<file path="config.mk">
export PLATFORM = sky130hd
export DESIGN_NAME = i2c_slave_ctl
export DESIGN_NICKNAME = d
export VERILOG_FILES = /design/src/rtl/i2cs_pkg.sv /design/src/rtl/i2cs_sync.sv /design/src/rtl/i2cs_cond.sv /design/src/rtl/i2cs_fsm.sv /design/src/rtl/i2c_slave_ctl.sv
export SDC_FILE = /design/constraint.sdc
export NUM_CORES = 1
export LEC_CHECK = 0
export ABC_CLOCK_PERIOD_IN_PS = 2470
export BUFFER_PORTS_ARGS = -buffer_cell sky130_fd_sc_hd__buf_4
export CAP_MARGIN = 25
export CORE_UTILIZATION = 41
export CTS_BUF_LIST = sky130_fd_sc_hd__clkbuf_4 sky130_fd_sc_hd__clkbuf_8
export DETAILED_ROUTE_END_ITERATION = 8
export PLACE_DENSITY_LB_ADDON = 0.25
export SKIP_CTS_REPAIR_TIMING = 1
export SLEW_MARGIN = 20
export SYNTH_ARGS = -nofsm -noshare
export SYNTH_HDL_FRONTEND = slang
export SYNTH_HIERARCHICAL = 1
export SYNTH_SLANG_ARGS = --single-unit
</file>
<file path="constraint.sdc">
create_clock -name clk -period 2.47 [get_ports clk]
set_clock_uncertainty 0.15 [all_clocks]
set_input_delay 0.1235 -clock clk [delete_from_list [all_inputs] [get_ports clk]]
set_output_delay 0.1235 -clock clk [all_outputs]
set_load 0.01 [all_outputs]
</file>
<file path="src/rtl/i2cs_pkg.sv">
package i2cs_pkg;
    typedef enum logic [3:0] {
        ST_IDLE,
        ST_ADDR,
        ST_ADDR_ACK,
        ST_HOLD,
        ST_RX,
        ST_RX_ACK,
        ST_TX,
        ST_TX_ACK,
        ST_IGNORE
    } state_t;

    localparam logic [1:0] SEL_CTRL = 2'd0;
    localparam logic [1:0] SEL_STAT = 2'd1;
    localparam logic [1:0] SEL_OWN  = 2'd2;
    localparam logic [1:0] SEL_DATA = 2'd3;
endpackage

</file>
<file path="src/rtl/i2cs_sync.sv">
module i2cs_sync #(
    parameter int STAGES = 2,
    parameter int LINES  = 2
) (
    input  logic             clk,
    input  logic             rst_n,
    input  logic [LINES-1:0] din,
    output logic [LINES-1:0] dout
);
    for (genvar g = 0; g < LINES; g++) begin : g_line
        logic [STAGES-1:0] chain;
        always_ff @(posedge clk or negedge rst_n) begin
            if (!rst_n) chain <= '1;
            else        chain <= {chain[STAGES-2:0], din[g]};
        end
        assign dout[g] = chain[STAGES-1];
    end
endmodule

</file>
<file path="src/rtl/i2cs_cond.sv">
module i2cs_cond (
    input  logic clk,
    input  logic rst_n,
    input  logic scl_s,
    input  logic sda_s,
    output logic start,
    output logic stop,
    output logic scl_rise,
    output logic scl_fall
);
    logic scl_p, sda_p;

    always_ff @(posedge clk or negedge rst_n) begin
        if (!rst_n) begin
            scl_p <= 1'b1;
            sda_p <= 1'b1;
        end else begin
            scl_p <= scl_s;
            sda_p <= sda_s;
        end
    end

    assign start    = scl_s & scl_p & sda_p & ~sda_s;
    assign stop     = scl_s & scl_p & ~sda_p & sda_s;
    assign scl_rise = scl_s & ~scl_p;
    assign scl_fall = ~scl_s & scl_p;
endmodule

</file>
<file path="src/rtl/i2cs_fsm.sv">
module i2cs_fsm
    import i2cs_pkg::*;
#(
    parameter int DW = 8
) (
    input  logic          clk,
    input  logic          rst_n,
    input  logic          en,
    input  logic [DW-2:0] own_addr,
    input  logic          start,
    input  logic          stop,
    input  logic          scl_rise,
    input  logic          scl_fall,
    input  logic          sda_s,
    input  logic          svc,
    input  logic          svc_wr,
    input  logic [DW-1:0] wdata,
    output logic          scl_hold,
    output logic          sda_drive,
    output logic          set_flag,
    output logic          rx_load,
    output logic [DW-1:0] rx_byte,
    output logic          rw_mode,
    output logic          gc_hit,
    output logic          nack_seen
);
    localparam int AW = DW - 1;
    localparam int CW = $clog2(DW + 1);
    localparam logic [CW-1:0] CNT_FULL = CW'(DW);
    localparam logic [CW-1:0] CNT_LAST = CW'(DW - 1);
    localparam logic [CW-1:0] CNT_ADDR = CW'(AW);

    state_t        st, nxt;
    logic [DW-1:0] shreg;
    logic [CW-1:0] cnt;
    logic          m_own, m_gc, ack_sda;
    logic          addr_hit;

    assign addr_hit = m_own | (m_gc & ~shreg[0]);

    // state register
    always_ff @(posedge clk or negedge rst_n) begin
        if (!rst_n) st <= ST_IDLE;
        else        st <= nxt;
    end

    // next state
    always_comb begin
        nxt = st;
        unique case (st)
            ST_IDLE:     if (start) nxt = ST_ADDR;
            ST_ADDR:     if (scl_fall && cnt == CNT_FULL)
                             nxt = addr_hit ? ST_ADDR_ACK : ST_IGNORE;
            ST_ADDR_ACK: if (scl_fall) nxt = ST_HOLD;
            ST_HOLD:     if (svc) nxt = rw_mode ? ST_TX : ST_RX;
            ST_RX:       if (scl_fall && cnt == CNT_FULL) nxt = ST_RX_ACK;
            ST_RX_ACK:   if (scl_fall) nxt = ST_HOLD;
            ST_TX:       if (scl_fall && cnt == CNT_LAST) nxt = ST_TX_ACK;
            ST_TX_ACK:   if (scl_fall) nxt = ack_sda ? ST_IGNORE : ST_HOLD;
            ST_IGNORE:   nxt = ST_IGNORE;
            default:     nxt = ST_IDLE;
        endcase
        if (start) nxt = ST_ADDR;
        if (stop)  nxt = ST_IDLE;
        if (!en)   nxt = ST_IDLE;
    end

    // datapath: shift register, bit counter, address match
    always_ff @(posedge clk or negedge rst_n) begin
        if (!rst_n) begin
            shreg     <= '0;
            cnt       <= '0;
            m_own     <= 1'b0;
            m_gc      <= 1'b0;
            ack_sda   <= 1'b1;
            rw_mode   <= 1'b0;
            gc_hit    <= 1'b0;
            nack_seen <= 1'b0;
        end else if (en && start) begin
            shreg <= {own_addr, 1'b0};
            cnt   <= '0;
            m_own <= 1'b1;
            m_gc  <= 1'b1;
        end else if (en) begin
            case (st)
                ST_ADDR: begin
                    if (scl_rise) begin
                        if (cnt < CNT_ADDR) begin
                            if (sda_s != shreg[DW-1]) m_own <= 1'b0;
                            if (sda_s) m_gc <= 1'b0;
                        end
                        shreg <= {shreg[DW-2:0], sda_s};
                        cnt   <= cnt + 1'b1;
                    end
                    if (scl_fall && cnt == CNT_FULL) begin
                        rw_mode   <= shreg[0];
                        gc_hit    <= m_gc & ~shreg[0] & ~m_own;
                        nack_seen <= 1'b0;
                    end
                end
                ST_HOLD: if (svc) begin
                    cnt <= '0;
                    if (rw_mode && svc_wr) shreg <= wdata;
                end
                ST_RX: if (scl_rise) begin
                    shreg <= {shreg[DW-2:0], sda_s};
                    cnt   <= cnt + 1'b1;
                end
                ST_TX: if (scl_fall) begin
                    shreg <= {shreg[DW-2:0], 1'b1};
                    cnt   <= cnt + 1'b1;
                end
                ST_TX_ACK: begin
                    if (scl_rise) ack_sda <= sda_s;
                    if (scl_fall && ack_sda) nack_seen <= 1'b1;
                end
                default: ;
            endcase
        end
    end

    // outputs
    always_comb begin
        scl_hold  = 1'b0;
        sda_drive = 1'b0;
        set_flag  = 1'b0;
        rx_load   = 1'b0;
        unique case (st)
            ST_ADDR_ACK: begin
                sda_drive = 1'b1;
                set_flag  = scl_fall & en;
                rx_load   = scl_fall & en;
            end
            ST_RX_ACK: begin
                sda_drive = 1'b1;
                set_flag  = scl_fall & en;
                rx_load   = scl_fall & en;
            end
            ST_HOLD:   scl_hold  = 1'b1;
            ST_TX:     sda_drive = ~shreg[DW-1];
            ST_TX_ACK: set_flag  = scl_fall & ~ack_sda & en;
            default: ;
        endcase
    end

    assign rx_byte = shreg;
endmodule

</file>
<file path="src/rtl/i2c_slave_ctl.sv">
module i2c_slave_ctl
    import i2cs_pkg::*;
#(
    parameter int DW          = 8,
    parameter int SYNC_STAGES = 2
) (
    input  logic          clk,
    input  logic          rst_n,
    input  logic          reg_wr,
    input  logic          reg_rd,
    input  logic [1:0]    reg_sel,
    input  logic [DW-1:0] reg_wdata,
    output logic [DW-1:0] reg_rdata,
    output logic          irq,
    input  logic          scl_i,
    input  logic          sda_i,
    output logic          scl_oe,
    output logic          sda_oe
);
    logic [1:0]    line_s;
    logic          scl_s, sda_s;
    logic          start, stop, scl_rise, scl_fall;
    logic          ctl_en, ctl_ie, flag_q;
    logic [DW-2:0] own_q;
    logic [DW-1:0] data_q;
    logic          svc, svc_wr;
    logic          set_flag, rx_load, rw_mode, gc_hit, nack_seen;
    logic [DW-1:0] rx_byte;
    logic [DW-1:0] stat;

    i2cs_sync #(.STAGES(SYNC_STAGES), .LINES(2)) u_sync (
        .clk(clk), .rst_n(rst_n), .din({sda_i, scl_i}), .dout(line_s)
    );
    assign scl_s = line_s[0];
    assign sda_s = line_s[1];

    i2cs_cond u_cond (
        .clk(clk), .rst_n(rst_n), .scl_s(scl_s), .sda_s(sda_s),
        .start(start), .stop(stop), .scl_rise(scl_rise), .scl_fall(scl_fall)
    );

    assign svc_wr = ctl_en & reg_wr & (reg_sel == SEL_DATA);
    assign svc    = svc_wr | (ctl_en & reg_rd & (reg_sel == SEL_DATA));

    i2cs_fsm #(.DW(DW)) u_fsm (
        .clk(clk), .rst_n(rst_n), .en(ctl_en), .own_addr(own_q),
        .start(start), .stop(stop), .scl_rise(scl_rise), .scl_fall(scl_fall),
        .sda_s(sda_s), .svc(svc), .svc_wr(svc_wr), .wdata(reg_wdata),
        .scl_hold(scl_oe), .sda_drive(sda_oe), .set_flag(set_flag),
        .rx_load(rx_load), .rx_byte(rx_byte), .rw_mode(rw_mode),
        .gc_hit(gc_hit), .nack_seen(nack_seen)
    );

    always_ff @(posedge clk or negedge rst_n) begin
        if (!rst_n) begin
            ctl_en <= 1'b0;
            ctl_ie <= 1'b0;
            own_q  <= '0;
            data_q <= '0;
            flag_q <= 1'b0;
        end else begin
            if (reg_wr && reg_sel == SEL_CTRL) begin
                ctl_en <= reg_wdata[0];
                ctl_ie <= reg_wdata[1];
            end
            if (reg_wr && reg_sel == SEL_OWN) own_q <= reg_wdata[DW-2:0];
            if (rx_load) data_q <= rx_byte;
            else if (reg_wr && reg_sel == SEL_DATA) data_q <= reg_wdata;
            if (!ctl_en)       flag_q <= 1'b0;
            else if (set_flag) flag_q <= 1'b1;
            else if (svc)      flag_q <= 1'b0;
        end
    end

    always_comb begin
        stat    = '0;
        stat[0] = flag_q;
        stat[1] = rw_mode;
        stat[2] = gc_hit;
        stat[3] = nack_seen;
        unique case (reg_sel)
            SEL_CTRL: reg_rdata = DW'({ctl_ie, ctl_en});
            SEL_STAT: reg_rdata = stat;
            SEL_OWN:  reg_rdata = DW'(own_q);
            default:  reg_rdata = data_q;
        endcase
    end

    assign irq = flag_q & ctl_ie;
endmodule

</file>
==> results of run 1 <==
==> cells by family (layout without fill, tap and decap cells) <==
logic type / Yosys count / count (layout) / synth area share, %
XOR/XNOR: 2 / 2 / 0.635
AND/OR/NAND/NOR: 112 / 112 / 22.2
buffers and inverters: 30 / 72 / 5.26
AO/OA/AOI/OAI: 68 / 68 / 16.8
multiplexers: 28 / 28 / 12.1
flip-flops: 46 / 46 / 42.0
adder cells (fa/ha/maj): 2 / 2 / 0.906
==> state kept, by name, indices dropped and copies added, names as in the netlist <==
signal and cells:
ctl_en 1, ctl_ie 1, data_q 8, flag_q 1
own_q 7, u_cond/scl_p 1, u_cond/sda_p 1, u_fsm/ack_sda 1
u_fsm/cnt 4, u_fsm/gc_hit 1, u_fsm/m_gc 1, u_fsm/m_own 1
u_fsm/nack_seen 1, u_fsm/rw_mode 1, u_fsm/rx_byte 8, u_fsm/st 4
u_sync/g_line.chain 4
==> critical path: cells and delay by family (launching register included) <==
family	cells	cell delay, ns
simple gates	1	0.07
compound gates	2	0.64
buf+inv	2	0.43
mux	1	0.32
flops	1	0.61
==> cell type report <==
| class | instances | share of cell area, % |
|---|---|---|
| tap | 77 | 2.92 |
| inverter | 12 | 1.36 |
| sequential | 46 | 35.1 |
| timing repair buffer | 52 | 12.7 |
| clock inverter | 3 | 1.48 |
| multi-input combinational | 212 | 44.4 |
| clock buffer | 5 | 2.08 |
==> per-stage QoR <==
step	setup slack, ns	utilization (%)
floorplan	0.260	-
finish	0.166	51.4
global placement	0.110	47.7
detailed placement	0.110	47.7
global route	0.105	51.4
CTS	0.0892	49.5
==> where the power goes <==
part	total, mW	internal [mW]	switching (mW)
clock network	0.596	0.309	0.287
registers	1.03	0.898	0.128
logic	0.422	0.228	0.194
==> final timing paths <==
kind / start / end / slack [ns] / cells past startpoint
worst max-delay path: u_fsm/st[0]$_DFFE_PN0P_ / u_fsm/st[1]$_DFFE_PN0P_ / 0.17 / 6
worst min-delay path: reg_rd / flag_q$_DFFE_PN0P_ / 0.1 / 4
worst max register to register: u_fsm/st[0]$_DFFE_PN0P_ / u_fsm/st[1]$_DFFE_PN0P_ / 0.17 / 6
worst min register to register: u_sync/g_line[0].chain[0]$_DFF_PN1_ / u_sync/g_line[0].chain[1]$_DFF_PN1_ / 0.21 / 0
max in group asynchronous: rst_n / u_fsm/rx_byte[0]$_DFFE_PN0P_ / 1.57 / 2
min in group asynchronous: rst_n / u_fsm/cnt[1]$_DFFE_PN0P_ / 0.21 / 2
==> cell usage after synthesis, drive strengths merged (2+ instances only) <==
| master | count |
|---|---|
| dfrtp | 39 |
| nor2 | 24 |
| nand2 | 22 |
| a21oi | 21 |
| mux2 | 21 |
| nor2b | 16 |
| o21ai | 13 |
| inv | 12 |
| nand3 | 12 |
| a31oi | 11 |
| clkbuf | 10 |
| buf | 8 |
| dfstp | 7 |
| nor3 | 6 |
| and3 | 5 |
| mux2i | 5 |
| nand2b | 4 |
| nand3b | 4 |
| a211o | 3 |
| a22o | 3 |
| nand4 | 3 |
| nor3b | 3 |
| a2111oi | 2 |
| a21o | 2 |
| and2 | 2 |
| and4b | 2 |
| ha | 2 |
| mux4 | 2 |
| nor4b | 2 |
| o211ai | 2 |
| o21a | 2 |
| xnor2 | 2 |
==> metal layers <==
layer	track usage [%]	part of all wire, %	vias to the layer above	routed length (microns)
met4	5.64	0.75	0	51
li1	-	-	1120	-
met2	31.1	48	69	3290
met3	3.17	4.2	4	290
met1	29.1	47	1172	3200
met5	0	0	-	0
==> results.md, run 1 <==
* Status: complete, but fails checks
* Failing checks: DRC
* Worst stage delay on the critical path at 0.61 ns
* Hold Vio Cnt, Final at 0
* Sequential share of the synthesized area at 42.0%
* Top post-synthesis cells by area: dfrtp_1, mux2_2, dfstp_2, a21oi_1, nor2b_1
* Vias in the first global route at 2228
* Port Buffers at 26
* Maximum number of pins on one net before global-route repair at 47
* Post-synth top area share at approximately 35%
* Most common cell after layout, fill and taps aside: buf_4
* Setup TNS at 0 ns
* WHS at 0.0985 ns
* Seq. cell area at 1160 sq um
* WL per Instance at 16.8 microns
* CTS Buffer Depth at 2
* Syn nets at 306
* Slew at the pin closest to its max-slew limit at around 0.61 ns
* Via count at 2365
* Commonest non-fill, non-tap cells in the layout: buf_4, dfrtp_1, nor2_1
* Layout cell share with drive strength beyond 1 at 27.0%
* Maxcap violations at 0
* TritonCTS clock tree: done
* H-tree levels at 2
* First-pass GRT wire length at 11200 microns
* Die area at 7060 sq um
* Yosys reg bits at between 40 and 50
* DRT antenna net count at 0
* CP cell instances: buf_4, mux2_2, a222oi_1, buf_4, nand2_1, o32ai_1
* Synthesized area at 2760 sq um
* Final Slew Violations at 0
* Overflow after GRT at 0
* Worst Setup End Kind: register
* # diodes at 0
* Endpoints failing setup at 0
* Die W at 84.1 microns
* Clk sinks at 46
* FP Rows at 29
* Final instance area at 3300 sq um
* Drt drc at 4
* Unique cell type count in the Yosys netlist at 57
* Post-synth top flop: dfrtp_1
* Placed cells at 388
* Vias per inst at 5.81
* Worst VDD drop at 0.297 mV
* Tmin final at 2.30 ns
* Num CTS Buffers at 5
* Syn Area/Cell at roughly 9.6 sq um
* YS warnings at 6
* Leakage power at 1.44 nW
* Placeable Area at about 6400 sq um
* Worst setup path category: reg2reg
* Total track usage at 20.1%
* Area of the multi-input gates at ~1500 sq um
* Clock transition at path regs at 0.10 ns
* Die Ht at 84.1 microns
* RSZ-0062 raised after global routing: false
* Post-synth EDFFs at 0
* Top-level I/O count at 27
* HP Class: in2reg
* Worst skew pair latency at 0.30 ns
* Number of cells in the finished layout apart from fillers at 407
* Crit path arrival time at roughly 2.4 ns
* Final wirelength at 6840 microns
* Fraction of registers with async set or reset after synthesis at 100%
* Initial Util at 43.0%
* Initial antenna violation count at 0
* Final Cycle Share at approximately 93%
* Final HPWL DP at between 4000 and 5000 microns
* Starting DRT DRC Count at 170
* Post-Syn Instances at approximately 290
* Placed cell areas at between 3000 and 4000 sq um
* Tot Pwr at 2.04 mW
* Worst setup SP type: register
* CP max-delay cell: dfrtp_1
* Crit-path max FO at 12
* Pwr/cell area at 619 nW/um^2
* Dominant cell type by area after synthesis: dfrtp_1
* Root Driver: clkbuf_8
* Most frequent CP cell: buf_4
* FILL cells at between 600 and 700
* GP Congestion at 0.892
* Initial DRT Pass Iterations at 6
* Fmax at 434 MHz
* Slew margin rel. at between 50% and 60%
* Total Nets Final at ~350
* Layout area overhead at 19.7%
* Critical path required time at 2.53 ns
No activity file was read; power rests on OpenSTA's default activity.
==> run 2, diff against run 1 <==
ABC_AREA = 1   (was default)
CTS_CLUSTER_DIAMETER = 50   (was default)
==> run 2 against run 1 <==
  * Highest routed layer unchanged
  * Setup slack improved by 0.047 ns
  * Synthesized cell count grew 36%
  * Largest cell class unchanged
  * Register-to-register slack better by 0.05 ns
  * The run now ends clean
  * Critical path type unchanged
  * Design area is 0.91% lower
  * Largest power group unchanged
  * Via count rose by 6.5%
==> results.md, run 2 <==
* Critical R2R Capture: u_fsm/rx_byte[2]$_DFFE_PN0P_
* Number of cells in the finished layout apart from fillers at 504
* Via count at 2519
* R2r startpoint: u_sync/g_line[0].chain[1]$_DFF_PN1_
* H-tree levels at 2
* Clk sinks at 46
* Pwr/cell area at 570 nW/um^2
* Tmin final at 2.26 ns
* CTS Buffer Depth at 2
* M1 GR Usage at 28.6%
* Hold Path Stages at 5
* # diodes at 0
* Final HPWL DP at 4960 microns
* RSZ-0062 raised after global routing: false
* Top post-synthesis cells by area: dfrtp_1, nand2_1, nand3_1, dfstp_2, inv_1
* Slew at the pin closest to its max-slew limit at 0.579 ns
* Layout cell share with drive strength beyond 1 at between 10% and 20%
* Endpoints failing setup at 0
* Dominant cell type by area after synthesis: dfrtp_1
* Drt drc at 0
* Placeable Area at roughly 6500 sq um
* Worst slack, placed at 0.222 ns
* First-pass GRT wire length at between 10000 and 15000 microns
* Top-level I/O count at 27
* Most Crowded Layer GR: met1
* Yosys reg bits at 46
* Fmax at 443 MHz
* Crit-path max FO at 16
* Total track usage at a little under a fifth
* M3 GR Usage at 3.60%
* Syn Area/Cell at between 7 and 8 sq um
* Worst setup path category: reg2reg
* Syn nets at 409
* Post-synth EDFFs at 0
* WHS at 0.0229 ns
* Unique cell type count in the Yosys netlist at 36
* Worst skew pair latency at 0.30 ns
* Port Buffers at 26
* Post-synth top area share at roughly 34%
* Hold Vio Cnt, Final at 0
* Most frequent cells after synthesis: nand2_1, inv_1, dfrtp_1, nand3_1, o21ai_0
* DRT antenna net count at 0
* Layout area overhead at 15.0%
* FP Rows at 29
* Commonest non-fill, non-tap cells in the layout: nand2_1, inv_1, dfrtp_1
* Post-Syn Instances at approximately 400
* Most common cell after layout, fill and taps aside: nand2_1
* GP Congestion at 0.880
* Sequential share of the synthesized area at 40.8%
* Critical path required time at 2.51 ns
* Total Nets Final at 444
* TritonCTS clock tree: done
* Num CTS Buffers at 5
* Initial Util at 43.6%
* Synthesized area at between 2000 and 3000 sq um
* Vias in the first global route at 2268
* Slew margin rel. at 61.4%
* Vias per inst at approximately 5.0
* HP Class: in2reg
* WL per Instance at 12.9 microns
* Clock transition at path regs at approximately 0.09 ns
* Met2 Use GR at 28.4%
* Utilization after layout at 50.1%
* Final Slew Violations at 0
* Cells on worst reg2reg path at 11
* Most numerous cell in the Yosys netlist: nand2_1
* Die area at 7280 sq um
* Setup TNS at 0 ns
* YS warnings at 6
* Maxcap violations at 0
* Leakage power at 1.67 nW
* Initial antenna violation count at 0
* Initial DRT Pass Iterations at 4
* Worst Hold End: data_q[7]$_DFFE_PN0P_
* Worst VDD drop at 0.307 mV
* Crit path arrival time at 2.29 ns
* Root Driver: clkbuf_8
* Die W at 85.3 microns
* Starting DRT DRC Count at 173
* Placed cells at between 400 and 500
* Final Cycle Share at about nine tenths
* Post-synth top flop: dfrtp_1
* Fraction of registers with async set or reset after synthesis at 100%
* Worst setup SP type: register
* Status: finished clean
* Worst reg2reg setup slack at 0.21 ns
* Min-delay src: reg_wdata[7]
* PnR worst setup slack at between 0.2 and 0.25 ns
* Maximum number of pins on one net before global-route repair at 47
* Overflow after GRT at 0
* Worst Setup End Kind: register
* Final wirelength at approximately 6500 microns
* Die Ht at 85.3 microns
run 2: cell count changes in the layout (fill, tap and decap cells not counted), moves of 6 or more:
| cell | delta |
|---|---|
| a31oi_1 | -10 |
| nand3b_1 | +6 |
| o21ai_2 | +9 |
| o21ai_0 | +12 |
| mux2_2 | -20 |
| nand3_1 | +26 |
| inv_1 | +35 |
| nor2b_1 | -16 |
| a21oi_1 | -16 |
| nand2_1 | +118 |
| buf_4 | -13 |
run 2: worst max-delay path by stage:
stage | to | slack, ns | cells after the start | from
detailed placement | u_fsm/rx_byte[2]$_DFFE_PN0P_ | 0.22 | 11 | u_sync/g_line[0].chain[1]$_DFF_PN1_
finish | u_fsm/rx_byte[2]$_DFFE_PN0P_ | 0.21 | 11 | u_sync/g_line[0].chain[1]$_DFF_PN1_
global route | u_fsm/cnt[1]$_DFFE_PN0P_ | 0.02 | 10 | u_sync/g_line[0].chain[1]$_DFF_PN1_
global placement | u_fsm/cnt[1]$_DFFE_PN0P_ | 0.32 | 10 | u_sync/g_line[0].chain[1]$_DFF_PN1_
floorplan | data_q[6]$_DFFE_PN0P_ | 0.48 | 8 | u_cond/scl_p$_DFF_PN1_
CTS | u_fsm/rx_byte[2]$_DFFE_PN0P_ | 0.21 | 11 | u_sync/g_line[0].chain[1]$_DFF_PN1_
run 2: final cells by class:
class	instances	area [sq um]
clock buffer	5	68.8
clock inverter	3	40.0
fill	638	3260
inverter	52	199
multi-input combinational	283	1400
sequential	46	1160
tap	77	96.3
timing repair buffer	38	310
run 2: cells by family after synthesis:
logic type	synth area share (%)
AOI/OAI and AO/OA	10.5
xor gates and xnor gates	0.308
adders and majority gates	0.879
buffers and inverters	10.1
DFF	40.8
and+or+nand+nor	37.5
run 2: metal layers:
metal / share of wire, % / vias to the layer above
met1: 51 / 1135
met5: 0 / -
met4: 0.82 / 0
met3: 5.0 / 4
li1: - / 1308
met2: 43 / 72
run 2: metrics by stage:
step / total power, mW / area (sq um)
floorplan: 1.19 / 2850
global placement: 1.31 / 3060
detailed placement: 1.32 / 3060
CTS: 1.88 / 3170
global route: 2.00 / 3270
finish: 1.86 / 3270
run 2: critical path: stages (launching register included):
cell	delay [ns]
dfstp_2	0.56
nand2_1	0.07
nor2_1	0.35
nand2_4	0.20
inv_1	0.12
nor2_1	0.06
nand2_1	0.07
nand2_1	0.08
nor2_4	0.25
nand2_8	0.10
nand2_1	0.08
nand2_1	0.06
run 2: power by group:
part / switching, mW / internal (mW) / leakage [nW]
combinational: 0.210 / 0.142 / 1.04
clock: 0.248 / 0.298 / 0.0579
sequential: 0.100 / 0.866 / 0.579
total: 0.559 / 1.31 / 1.67
